<file path="config.mk">
export PLATFORM = sky130hd
export DESIGN_NAME = mdio_master
export DESIGN_NICKNAME = d
export VERILOG_FILES = /design/src/rtl/mdio_pkg.sv /design/src/rtl/mdio_frame_ctl.sv /design/src/rtl/mdio_reg_dp.sv /design/src/rtl/mdio_master.sv
export SDC_FILE = /design/constraint.sdc
export NUM_CORES = 1
export LEC_CHECK = 0
export BUFFER_PORTS_ARGS = -buffer_cell sky130_fd_sc_hd__buf_4
export CAP_MARGIN = 10
export CORE_MARGIN = 1.5
export CORE_UTILIZATION = 45
export CTS_CLUSTER_DIAMETER = 30
export DETAILED_ROUTE_END_ITERATION = 6
export GPL_ROUTABILITY_DRIVEN = 0
export SYNTH_ARGS = -nofsm -noshare
export SYNTH_HDL_FRONTEND = slang
export SYNTH_SLANG_ARGS = --single-unit
</file>
<file path="constraint.sdc">
create_clock -name clk -period 3.2 [get_ports clk]
set_input_delay 0.32 -clock clk [delete_from_list [all_inputs] [get_ports clk]]
set_output_delay 0.32 -clock clk [all_outputs]
set_load 0.005 [all_outputs]
</file>
<file path="src/rtl/mdio_pkg.sv">
package mdio_pkg;
  localparam int WORD_W   = 32;
  localparam int PRE_LEN  = 32;
  localparam int FRAME_LEN = PRE_LEN + WORD_W;
  localparam int DATA_W   = 16;
  localparam int EVT_BIT  = 23;
  localparam logic [1:0] OP_READ = 2'b10;

  typedef enum logic [1:0] {
    REG_EVENT = 2'd0,
    REG_MASK  = 2'd1,
    REG_DATA  = 2'd2,
    REG_SPEED = 2'd3
  } regSel_e;

  typedef struct packed {
    logic load;     // frame start: load shift register
    logic shift;    // falling edge: advance to next bit
    logic sample;   // rising edge: capture mdioIn
    logic done;     // frame end
    logic latchRx;  // frame end of a read frame
  } ctlStrobe_t;
endpackage

</file>
<file path="src/rtl/mdio_frame_ctl.sv">
module mdio_frame_ctl
  import mdio_pkg::*;
#(
  parameter int SPD_W = 6
) (
  input  logic             clk,
  input  logic             rstN,
  input  logic             dataWrite,
  input  logic [1:0]       opcode,
  input  logic [SPD_W-1:0] speedField,
  output logic             busy,
  output logic             mdc,
  output logic             mdioOe,
  output ctlStrobe_t       str
);
  localparam int CNT_W = $clog2(FRAME_LEN);
  localparam logic [CNT_W-1:0] LAST_IDX = CNT_W'(FRAME_LEN - 1);
  // second turnaround bit is word bit DATA_W
  localparam logic [CNT_W-1:0] RELEASE_IDX = CNT_W'(PRE_LEN + WORD_W - 1 - DATA_W);

  logic [SPD_W-1:0] divCnt;
  logic [SPD_W-1:0] divLatched;
  logic [CNT_W-1:0] bitCnt;
  logic             readFrame;
  logic             startGo;
  logic             halfEnd;

  always_comb begin
    startGo     = dataWrite && !busy && (speedField != '0);
    halfEnd     = busy && (divCnt == divLatched - SPD_W'(1));
    str.load    = startGo;
    str.sample  = halfEnd && !mdc;
    str.shift   = halfEnd && mdc && (bitCnt != LAST_IDX);
    str.done    = halfEnd && mdc && (bitCnt == LAST_IDX);
    str.latchRx = str.done && readFrame;
    mdioOe      = busy && !(readFrame && (bitCnt >= RELEASE_IDX));
  end

  always_ff @(posedge clk) begin
    if (!rstN) begin
      busy       <= 1'b0;
      mdc        <= 1'b0;
      divCnt     <= '0;
      divLatched <= '0;
      bitCnt     <= '0;
      readFrame  <= 1'b0;
    end else if (startGo) begin
      busy       <= 1'b1;
      mdc        <= 1'b0;
      divCnt     <= '0;
      divLatched <= speedField;
      bitCnt     <= '0;
      readFrame  <= (opcode == OP_READ);
    end else if (busy) begin
      if (halfEnd) begin
        divCnt <= '0;
        mdc    <= ~mdc;
        if (mdc) begin
          if (bitCnt == LAST_IDX) busy <= 1'b0;
          else bitCnt <= bitCnt + CNT_W'(1);
        end
      end else begin
        divCnt <= divCnt + SPD_W'(1);
      end
    end
  end

  assert_mdc_idle_R9: assert property (@(posedge clk) disable iff (!rstN)
    !busy |-> !mdc);
  assert_oe_busy_R5: assert property (@(posedge clk) disable iff (!rstN)
    mdioOe |-> busy);
  assert_no_zero_start_R9: assert property (@(posedge clk) disable iff (!rstN)
    (dataWrite && !busy && speedField == '0) |=> !busy);
  assert_div_stable_R4: assert property (@(posedge clk) disable iff (!rstN)
    (busy && $past(busy)) |-> $stable(divLatched));
  assert_frame_len_R2: assert property (@(posedge clk) disable iff (!rstN)
    $fell(busy) |-> ($past(bitCnt) == LAST_IDX));
endmodule

</file>
<file path="src/rtl/mdio_reg_dp.sv">
module mdio_reg_dp
  import mdio_pkg::*;
#(
  parameter int SPD_W = 6
) (
  input  logic              clk,
  input  logic              rstN,
  input  logic [1:0]        regAddr,
  input  logic              regWe,
  input  logic [WORD_W-1:0] regWdata,
  input  logic              busy,
  input  ctlStrobe_t        str,
  input  logic              mdioIn,
  output logic [WORD_W-1:0] regRdata,
  output logic              irq,
  output logic              txBit,
  output logic              dataWrite,
  output logic [SPD_W-1:0]  speedField
);
  logic                 evtBit;
  logic [WORD_W-1:0]    evtVec;
  logic [WORD_W-1:0]    maskReg;
  logic [WORD_W-1:0]    dataReg;
  logic [FRAME_LEN-1:0] txShift;
  logic [DATA_W-1:0]    rxShift;
  logic                 evtClear;

  always_comb begin
    dataWrite = regWe && (regAddr == REG_DATA);
    evtClear  = regWe && (regAddr == REG_EVENT) && regWdata[EVT_BIT];
    evtVec    = '0;
    evtVec[EVT_BIT] = evtBit;
    irq   = |(evtVec & maskReg);
    txBit = txShift[FRAME_LEN-1];
    case (regSel_e'(regAddr))
      REG_EVENT: regRdata = evtVec;
      REG_MASK:  regRdata = maskReg;
      REG_DATA:  regRdata = dataReg;
      default:   regRdata = {{(WORD_W-SPD_W-1){1'b0}}, speedField, 1'b0};
    endcase
  end

  always_ff @(posedge clk) begin
    if (!rstN) begin
      evtBit     <= 1'b0;
      maskReg    <= '0;
      dataReg    <= '0;
      speedField <= '0;
      txShift    <= '0;
      rxShift    <= '0;
    end else begin
      if (str.done) evtBit <= 1'b1;
      else if (evtClear) evtBit <= 1'b0;

      if (regWe && regAddr == REG_MASK) maskReg <= regWdata;
      if (regWe && regAddr == REG_SPEED) speedField <= regWdata[SPD_W:1];

      if (dataWrite && !busy) dataReg <= regWdata;
      else if (str.latchRx) dataReg[DATA_W-1:0] <= rxShift;

      if (str.load) txShift <= {{PRE_LEN{1'b1}}, regWdata};
      else if (str.shift) txShift <= {txShift[FRAME_LEN-2:0], 1'b0};

      if (str.sample) rxShift <= {rxShift[DATA_W-2:0], mdioIn};
    end
  end

  assert_evt_set_R7: assert property (@(posedge clk) disable iff (!rstN)
    str.done |=> evtBit);
  assert_busy_write_R10: assert property (@(posedge clk) disable iff (!rstN)
    (dataWrite && busy && !str.latchRx) |=> $stable(dataReg));
  assert_preamble_load_R2: assert property (@(posedge clk) disable iff (!rstN)
    str.load |=> (txShift[FRAME_LEN-1 -: PRE_LEN] == {PRE_LEN{1'b1}}));
endmodule

</file>
<file path="src/rtl/mdio_master.sv">
module mdio_master
  import mdio_pkg::*;
#(
  parameter int SPD_W = 6
) (
  input  logic        clk,
  input  logic        rstN,
  input  logic [1:0]  regAddr,
  input  logic        regWe,
  input  logic [31:0] regWdata,
  output logic [31:0] regRdata,
  output logic        irq,
  output logic        mdc,
  output logic        mdioOut,
  output logic        mdioOe,
  input  logic        mdioIn
);
  ctlStrobe_t       str;
  logic             busy;
  logic             dataWrite;
  logic             txBit;
  logic [SPD_W-1:0] speedField;

  mdio_frame_ctl #(.SPD_W(SPD_W)) uCtl (
    .clk(clk), .rstN(rstN), .dataWrite(dataWrite), .opcode(regWdata[29:28]),
    .speedField(speedField), .busy(busy), .mdc(mdc), .mdioOe(mdioOe), .str(str)
  );

  mdio_reg_dp #(.SPD_W(SPD_W)) uDp (
    .clk(clk), .rstN(rstN), .regAddr(regAddr), .regWe(regWe), .regWdata(regWdata),
    .busy(busy), .str(str), .mdioIn(mdioIn), .regRdata(regRdata), .irq(irq),
    .txBit(txBit), .dataWrite(dataWrite), .speedField(speedField)
  );

  assign mdioOut = txBit & mdioOe;
endmodule

</file>
---- Word-level counts from Yosys, hierarchy flattened ----
Cells that the tools add are included.
storage, ports and cells
  word-level logic and storage cells ...... 69
  output and inout port bits .............. 36
  bits of input ports ..................... 38
  register bits after elaboration ......... 172
operators by class
  reductions and logical operators ........ 27
  $add $sub $neg .......................... 3
  $lt $le $gt $ge ......................... 1
  bitwise gates (word level) .............. 5
  equal/unequal tests ..................... 7
  muxes and demuxes ....................... 13
operators with widths
  kind                   count
  $mux W64               2
  $pmux W32 S3           1
  $and A24 B32 Y32       1
  $mux W16               2
  $reduce_or A32 Y1      1
  $logic_and A1 B1 Y1    15
  $add A6 B1 Y6 const B  2
  $mux W1                7
  $eq A2 B2 Y1 const B   3
  $eq A6 B6 Y1           1
  $eq A6 B6 Y1 const B   1
  $ge A6 B6 Y1 const B   1
  $mux W6                1
  $ne A6 B6 Y1 const B   1
  $reduce_bool A2 Y1     3
  $reduce_bool A6 Y1     1
  $sub A6 B1 Y6 const B  1
  $reduce_and A4 Y1      1
  $logic_not A1 Y1       3
  $not A1 Y1             3
  $eq A2 B1 Y1 const B   1
  $logic_not A2 Y1       1
  $reduce_and A2 Y1      1
  $reduce_or A2 Y1       1
  $and A1 B1 Y1          1

---- Logic depth before layout (Yosys ltp) ----
Gate-level depths: netlist of the first run.
  depth after elaboration ................. 8
  depth in mapped cells ................... 10
  gate-level depth less buffers ........... 7

---- Modules after synthesis ----
A second synthesis of the first run with hierarchy kept.
unflattened totals
  cells, all modules ...................... 823
  area total of the unflattened synthesis .. 7773.7 µm²
modules (own cells, without submodules)
  module          cells an instance  instances  sequential area each (µm²)  area an instance (µm²)
  mdio_reg_dp     691                1          3022.9                      6635.1
  mdio_frame_ctl  131                1          420.4                       1132.3
  mdio_master     1                  1          0.0                         6.3

---- Worst setup path after synthesis of the first run ----
OpenSTA, ideal clock, no wires.
  path type ............................... reg2reg
  start ................................... reg uCtl.divLatched[0]
  end ..................................... reg uDp.txShift[61]
  arrival ................................. 2.383 ns
  clock period less this slack ............ 2.505 ns
  setup time .............................. 0.122 ns
  buffers on the path ..................... 2
  data required time ...................... 3.078 ns
  slack ................................... 0.695 ns
  stages on the path, launching flop included .. 10
  path through ............................ dfxtp_1 > inv_1 > ha_1 > nor2b_1 > or3_1 > a31o_2 > clkbuf_1 > clkbuf_1 > or4_1 > o311a_1
between the ends
  cells in the longest elaborated chain, start to end .. 6
RTL lines
  element                           line                  text
  from (decl)                       mdio_frame_ctl.sv:22  logic [SPD_W-1:0] divLatched;
  from (signal assigned)            mdio_frame_ctl.sv:51  divLatched <= speedField;
  $sub A6 B1 Y6                     mdio_frame_ctl.sv:30  halfEnd = busy && (divCnt == divLatched - SPD_W'(1));
  $eq A6 B6 Y1                      mdio_frame_ctl.sv:30
  $logic_and A1 B1 Y1               mdio_frame_ctl.sv:30
  $logic_and A1 B1 Y1 (2 in a row)  mdio_frame_ctl.sv:33  str.shift = halfEnd && mdc && (bitCnt != LAST_IDX);
  $reduce_bool A2 Y1 (no line)      -
  to (signal assigned)              mdio_reg_dp.sv:61     if (str.load) txShift <= {{PRE_LEN{1'b1}}, regWdata};
  to (signal assigned)              mdio_reg_dp.sv:62     else if (str.shift) txShift <= {txShift[FRAME_LEN-2:0], 1'b0};
  to (decl)                         mdio_reg_dp.sv:24     logic [FRAME_LEN-1:0] txShift;
Every way passes these cells.
A chain may end at the register's enable or synchronous reset.

---- Worst setup path after layout of the first run ----
  start ................................... reg uCtl.divLatched[0]
  end ..................................... reg uDp.txShift[36]
The elaborated chain is that of the path after synthesis.

==> summary.md, run 1 <==
| Metric | Value |
|---|---|
| Status | finished clean |
| Area contributors post-synth | dfxtp_1 (43%), o21ai_0 (7.5%), nand2_1 (6.2%) |
| Gr busiest metal | met2 |
| # clock sinks | 172 |
| Number of DRC markers in iteration 0 | 497 |
| Layout cells sized above 1 | 15.6% |
| Register area share after synthesis | 43.5% |
| Pwr dens | 506 nW/um^2 |
| EDFF count, synth | 0 |
| Placed insts | 1163 |
| Cell accounting for the most synthesized area | dfxtp_1 |
| CTS tree | yes |
| Root buf cell | clkbuf_16 |
| GRT Resource Usage Total | 23.8% |
| CP max-delay cell | a31o_2 |
| Register bit total from synthesis | 172 |
| Met1 Use GR | 33.6% |
| Syn Std Cell Area | 7920 sq um |
| Core Box Area | 17200 sq um |
| Full die area | 18400 sq um |
| Antenna violations before repair | 0 |
| M2 GR Usage | 37.5% |
| Cts repair resizes | 0 |
| Chip height | 136 um |
| Max cap viols | 0 |
| # diodes | 0 |
| Largest net degree at the start of global routing | 75 |
| Setup Fix Bufs, Post-CTS | 0 |
| Most common cell in the netlist | dfxtp_1 |
| Count of input and output buffers | 73 |
| CP Data Required Time | 3.51 ns |
| IO Pins | 74 |
| Met3 GRT Util | 4.23% |
| Period minus WS final | 2.71 ns |
| CP startpoint kind | flop |
| Initial cell density of the core | 45.9% |
| Worst Path Max Fanout | 33 |
| DRC viols | 0 |
| Final period util | 84.8% |
| Endpoints failing hold | 0 |
| Synth cell types | 55 |
| CP endpoint kind | flop |
| Syn_nets | 978 |
| Hold Path Class | in -> reg |
| Pins Over Slew Limit | 0 |
| Dominant synthesized flop cell | dfxtp_1 |
| Routed WL per cell | 18.2 um |
| Critical Path AT | 3.02 ns |
| RSZ-0062 raised after global routing | false |
| Post-route ant nets | 0 |
| Clock Pin Slew Worst Setup and Hold Paths | 0.08 ns |
| Vias post-DR | 7086 |
| Finished Core Util | 53.5% |
| DPL Wire Length | 13.5 mm |
| WHS | 0.156 ns |
| Inserted Clock Buffers | 17 |
| GRT overflow | 0 |
| CP cell instances | inv_1 > ha_1 > and3b_1 > o21ai_0 > a31o_2 > buf_12 > nor2_2 > buf_4 > o311a_1 |
| Fin worst setup slack | 0.488 ns |
| Slowest stage delay, CP | 0.47 ns |
| H-tree Lvls | 4 |
| Final WL | 21.7 mm |
| WS Path Type | reg -> reg |
| Power share of the combinational group | 7.1% |
| Yosys warning count | 0 |
| Setup TNS | 0 ns |
| Share of the synthesized area in the top cell type | 43.5% |
| DP Worst Slack | 0.528 ns |
| Worst-margin pin slew | 0.841 ns |
| TritonRoute pass-1 iters | 5 |
| Clock Skews | 0.0113 ns |
| Syn-to-layout area delta | 16.5% |
| Die Wd | 136 um |
| Final setup viols | 0 |
| First-pass GRT wire length | 34.8 mm |
| Syn_area_per_cell | 8.45 sq um |
| Row Count | 48 |
| Synth top cells by count | dfxtp_1 (172), nand2_1 (131), o21ai_0 (118), clkbuf_1 (92), a21boi_0 (61) |
| CTS Hold Bufs | 0 |
| Internal Power | 3.46 mW |
| Clock latency on the worst-skew pair | 0.43 ns |
| Lkg Pwr | 3.28 nW |
| Final non-filler cell total | 1195 |
| Total power | 4.67 mW |
| Post-synth ARST share | 0% |
| Flop pwr share | 47.9% |
| Nets@finish | 998 |
| Instance count of the mapped netlist | 937 |
| Finished Cell Area | 9230 sq um |
| Clock power frac | 45.0% |
| Via density | 5.93 |
| Sw frac | 25.9% |
| Worst vdd ir | 363 uV |
| Area after DPL | 8630 sq um |
| CTS Buffer Depth | 2 |
| Number of global-route vias before repair | 6454 |
| Sw Pwr | 1.21 mW |
| Highest Clock Rate | 369 MHz |
| Slew headroom | 43.9% |
## logic make-up (layout without fill, tap and decap cells)
group                      after synthesis  after routing  share of synthesized area (%)
adders and majority gates                3              3                          0.474
DFF                                    172            172                           43.5
and+or+nand+nor                        266            266                           16.5
buffers and inverters                  100            133                           5.01
xor gates and xnor gates                11             11                           1.22
AOI/OAI and AO/OA                      371            371                           31.5
muxes                                   14             14                           1.88
## registers in the layout (all words and copies together), names as in the netlist
signal,count
uCtl.mdc,1
uCtl.busy,1
uCtl.divCnt,6
uDp.rxShift,16
uDp.dataReg,32
uDp.txShift,64
uDp.evtBit,1
uDp.speedField,6
uCtl.bitCnt,6
uCtl.divLatched,6
uDp.maskReg,32
uCtl.readFrame,1
## metal layers
metal	wire length, um	share of wire, %	up-vias
met5	0	0	-
met4	298	1.4	0
met3	776	3.6	17
met2	10300	47	142
met1	10400	48	3425
li1	-	-	3502
## final timing paths
| path | startpoint | to | slack, ns | cells past startpoint |
|---|---|---|---|---|
| hold reg to reg | uDp.dataReg[22] | uDp.dataReg[22] | 0.46 | 2 |
| setup / recovery | uCtl.divLatched[0] | uDp.txShift[36] | 0.49 | 9 |
| hold / removal | regWdata[18] | uDp.maskReg[18] | 0.16 | 3 |
| setup reg to reg | uCtl.divLatched[0] | uDp.txShift[36] | 0.49 | 9 |
## critical path: cells and delay by family (launching register included)
family / cells / cell delay, ns
AO/OA/AOI/OAI: 3 / 1.15
adder cells (fa/ha/maj): 1 / 0.23
buffers and inverters: 3 / 0.56
flip-flops: 1 / 0.41
AND/OR/NAND/NOR: 2 / 0.23
## power groups by stage
stage / registers [mW] / clock network (mW) / logic [mW]
2_1_floorplan: 2.27 / 0 / 0.198
3_3_place_gp: 2.29 / 0 / 0.330
3_5_place_dp: 2.29 / 0 / 0.331
4_1_cts: 2.24 / 2.14 / 0.332
5_1_grt: 2.24 / 2.24 / 0.364
6_report: 2.24 / 2.10 / 0.331
## layout by cell type, fill, tap and decap left out, types with 4 or more instances in the layout
cell type / count
buf_4: 97
xnor2_1: 4
inv_6: 4
mux2_2: 7
o21ai_0: 118
a21oi_1: 42
inv_8: 5
nand4_1: 4
mux2i_1: 7
nor2b_1: 12
clkbuf_16: 17
o311a_1: 32
a21boi_0: 61
nor3_1: 18
or3_1: 4
a31oi_1: 50
dfxtp_1: 172
or4_1: 29
xor2_1: 7
nor2_1: 13
nand3_1: 34
a22o_1: 31
a21boi_1: 10
nand2_1: 131
## cell type report
cell class / count / area [sq um]
Fill cell: 1685 / 8010
Multi-Input combinational cell: 665 / 4130
Sequential cell: 172 / 3440
Timing Repair Buffer: 99 / 768
Clock buffer: 17 / 425
Tap cell: 225 / 282
Clock inverter: 15 / 171
Inverter: 2 / 7.51
Note: power is estimated with default switching activity, not from simulation.
==> inputs of run 2 (changes only) <==
Settings changed: PLACE_DENSITY from default to 0.66.
Clock period 3.2 ns to 2.4 ns, I/O delays scaled along.
==> run 2 against run 1 <==
Compared with the run above: sequential power increased by 33%; combinational power grew 38%; first-iteration DRC count rose by 51%; die area unchanged; critical endpoint is now uDp.txShift[57].
==> summary.md, run 2 (synthesis results as in run 1) <==
| Metric | Value |
|---|---|
| Lkg Pwr | 3.42 nW (was 3.28 nW) |
| CP startpoint kind | flop (unchanged) |
| Clock power frac | 44.6% (was 45.0%) |
| Top flop regs | uDp.txShift x64, uDp.dataReg x32, uDp.maskReg x32 (unchanged) |
| GRT Resource Usage Total | 23.4% (was 23.8%) |
| Syn-to-layout area delta | 21.0% (was 16.5%) |
| CTS Buffer Depth | 2 (unchanged) |
| Endpoints failing hold | 0 (unchanged) |
| Full die area | 18400 sq um (unchanged) |
| Leading cell types in the layout, fill and taps excluded | dfxtp_1 (170), nand2_1 (131), o21ai_0 (117), buf_4 (104), a21boi_0 (60) (was dfxtp_1 (172), nand2_1 (131), o21ai_0 (118), buf_4 (97), a21boi_0 (61)) |
| Antenna violations before repair | 0 (unchanged) |
| CP cell instances | inv_1 > ha_2 > nor2b_1 > or3_4 > a31o_4 > buf_12 > or4_1 > o311a_1 (was inv_1 > ha_1 > and3b_1 > o21ai_0 > a31o_2 > buf_12 > nor2_2 > buf_4 > o311a_1) |
| Fin worst setup slack | 0.0643 ns (was 0.488 ns) |
| Status | finished clean (unchanged) |
| Largest register by flop count | uDp.txShift (unchanged) |
| IO Pins | 74 (unchanged) |
| Post-route ant nets | 0 (unchanged) |
| Max reg flops | 64 (unchanged) |
| Initial cell density of the core | 45.9% (unchanged) |
| Number of global-route vias before repair | 6444 (was 6454) |
| DP Worst Slack | 0.0158 ns (was 0.528 ns) |
| Setup TNS | 0 ns (unchanged) |
| Clock latency on the worst-skew pair | 0.43 ns (about the same) |
| M2 GR Usage | 35.6% (was 37.5%) |
| Met1 Use GR | 34.0% (was 33.6%) |
| Routed WL per cell | 18.0 um (was 18.2 um) |
| Count of input and output buffers | 73 (unchanged) |
| # clock sinks | 172 (unchanged) |
| WS Path Type | reg -> reg (unchanged) |
| Clock Skews | 0.0110 ns (was 0.0113 ns) |
| GRT overflow | 0 (unchanged) |
| First-pass GRT wire length | 34.2 mm (was 34.8 mm) |
| Hold Path Class | in -> reg (unchanged) |
| Internal Power | 4.73 mW (was 3.46 mW) |
| Gr busiest metal | met2 (unchanged) |
| Worst Path Max Fanout | 20 (was 33) |
| DRC viols | 0 (unchanged) |
| R2R Setup Slk | 0.06 ns (was 0.49 ns) |
| Sw Pwr | 1.48 mW (was 1.21 mW) |
| Vias post-DR | 7291 (was 7086) |
| Worst vdd ir | 570 uV (was 363 uV) |
| Layout cells sized above 1 | 18.4% (was 15.6%) |
| Min-delay src | regWdata[17] (was regWdata[18]) |
| Die Wd | 136 um (unchanged) |
| Largest delay share family, worst path | simple AND/OR/NAND/NOR gates (was compound AO/OA/AOI/OAI gates) |
| Chip height | 136 um (unchanged) |
| Sw frac | 23.9% (was 25.9%) |
| Pwr dens | 648 nW/um^2 (was 506 nW/um^2) |
| Final WL | 21.9 mm (was 21.7 mm) |
| Flop pwr share | 48.0% (was 47.9%) |
| Worst Path Buf+Inv | 2 (was 3) |
| Slew headroom | 58.8% (was 43.9%) |
| Power share of the combinational group | 7.3% (was 7.1%) |
| Max cap viols | 0 (unchanged) |
| Root buf cell | clkbuf_16 (unchanged) |
| CTS tree | yes (unchanged) |
| CP max-delay cell | or4_1 (was a31o_2) |
| CTS Hold Bufs | 0 (unchanged) |
| Highest Clock Rate | 428 MHz (was 369 MHz) |
| Via density | 6.00 (was 5.93) |
| DPL Wire Length | 13.4 mm (was 13.5 mm) |
| H-tree Lvls | 4 (unchanged) |
| Final setup viols | 0 (unchanged) |
| CP endpoint kind | flop (unchanged) |
| Met3 GRT Util | 4.08% (was 4.23%) |
| Row Count | 48 (unchanged) |
| Number of DRC markers in iteration 0 | 751 (was 497) |
| Final non-filler cell total | 1216 (was 1195) |
| Clock Pin Slew Worst Setup and Hold Paths | 0.07 ns (was 0.08 ns) |
| R2R Path Start | uCtl.divLatched[0] (unchanged) |
| Period minus WS final | 2.34 ns (was 2.71 ns) |
| Nets@finish | 1019 (was 998) |
| Worst hold path depth | 3 (unchanged) |
| Placed insts | 1179 (was 1163) |
| Worst-margin pin slew | 0.615 ns (was 0.841 ns) |
| Largest net degree at the start of global routing | 134 (was 75) |
| Inserted Clock Buffers | 17 (unchanged) |
| Depth of the most critical reg-to-reg path | 8 (was 9) |
| Crit. Startpoint | uCtl.divLatched[0] (unchanged) |
| TritonRoute pass-1 iters | 5 (unchanged) |
| Critical Path AT | 2.65 ns (was 3.02 ns) |
| Leading cell type in the layout, fill and taps excluded | dfxtp_1 (unchanged) |
| Pins Over Slew Limit | 0 (unchanged) |
| # diodes | 0 (unchanged) |
| Finished Core Util | 55.6% (was 53.5%) |
| Slowest stage delay, CP | 0.52 ns (was 0.47 ns) |
| Core Box Area | 17200 sq um (unchanged) |
| CP Data Required Time | 2.71 ns (was 3.51 ns) |
| Critical Path Stages | 8 (was 9) |
| Final period util | 97.3% (was 84.8%) |
-- run 2: cell count changes in the layout (fill, tap and decap cells not counted), moves of 2 or more --
cell | before | now
inv_8 | 5 | 0
clkbuf_8 | 0 | 2
dfxtp_2 | 0 | 2
buf_12 | 2 | 13
clkinv_2 | 0 | 2
or4_4 | 1 | 3
inv_6 | 4 | 1
dfxtp_1 | 172 | 170
or3_4 | 0 | 2
or3_1 | 4 | 2
or4_1 | 29 | 27
clkinvlp_4 | 1 | 5
buf_4 | 97 | 104
-- run 2: cell type report --
type	instances	area [sq um]
Clock buffer	19	453
Clock inverter	13	143
Fill cell	1592	7650
Inverter	2	7.51
Multi-Input combinational cell	666	4180
Sequential cell	172	3450
Tap cell	225	282
Timing Repair Buffer	119	1080
-- run 2: metal layers --
layer	vias to the layer above	routed length, um
li1	3556	-
met1	3500	10500
met2	227	10100
met3	8	1210
met4	0	94
met5	-	0
-- run 2: power by group through the flow --
stage	sequential [mW]	clock (mW)	combinational (mW)
floorplan	3.03	0	0.266
global placement	3.05	0	0.446
detailed placement	3.05	0	0.450
CTS	2.98	2.82	0.452
global route	2.99	2.93	0.498
finish	2.98	2.77	0.456
-- run 2: final timing paths --
check | end
worst max-delay path | uDp.txShift[57]
worst min-delay path | uDp.maskReg[17]
worst max register to register | uDp.txShift[57]
worst min register to register | uDp.dataReg[24]
-- run 2: what timing repair did --
item                                    4_1_cts  5_1_grt
gates resized for setup                       0       12
cloned                                        0        2
endpoints found under the setup margin        1       86
setup buffers                                 0        3
pin swaps                                     1        4
-- run 2: worst min-delay path: cells and delay by family --
kind	cells	cell delay, ns
buf+inv	1	0.12
compound gates	1	0.06
simple gates	1	0.05
-- run 2: stage by stage --
stage,hold WS (ns),total power [mW],area [sq um]
floorplan,0.385,3.30,7940
global placement,0.449,3.49,8900
detailed placement,0.456,3.50,8900
CTS,0.0732,6.25,9490
global route,0.0752,6.42,9580
finish,0.0853,6.21,9580
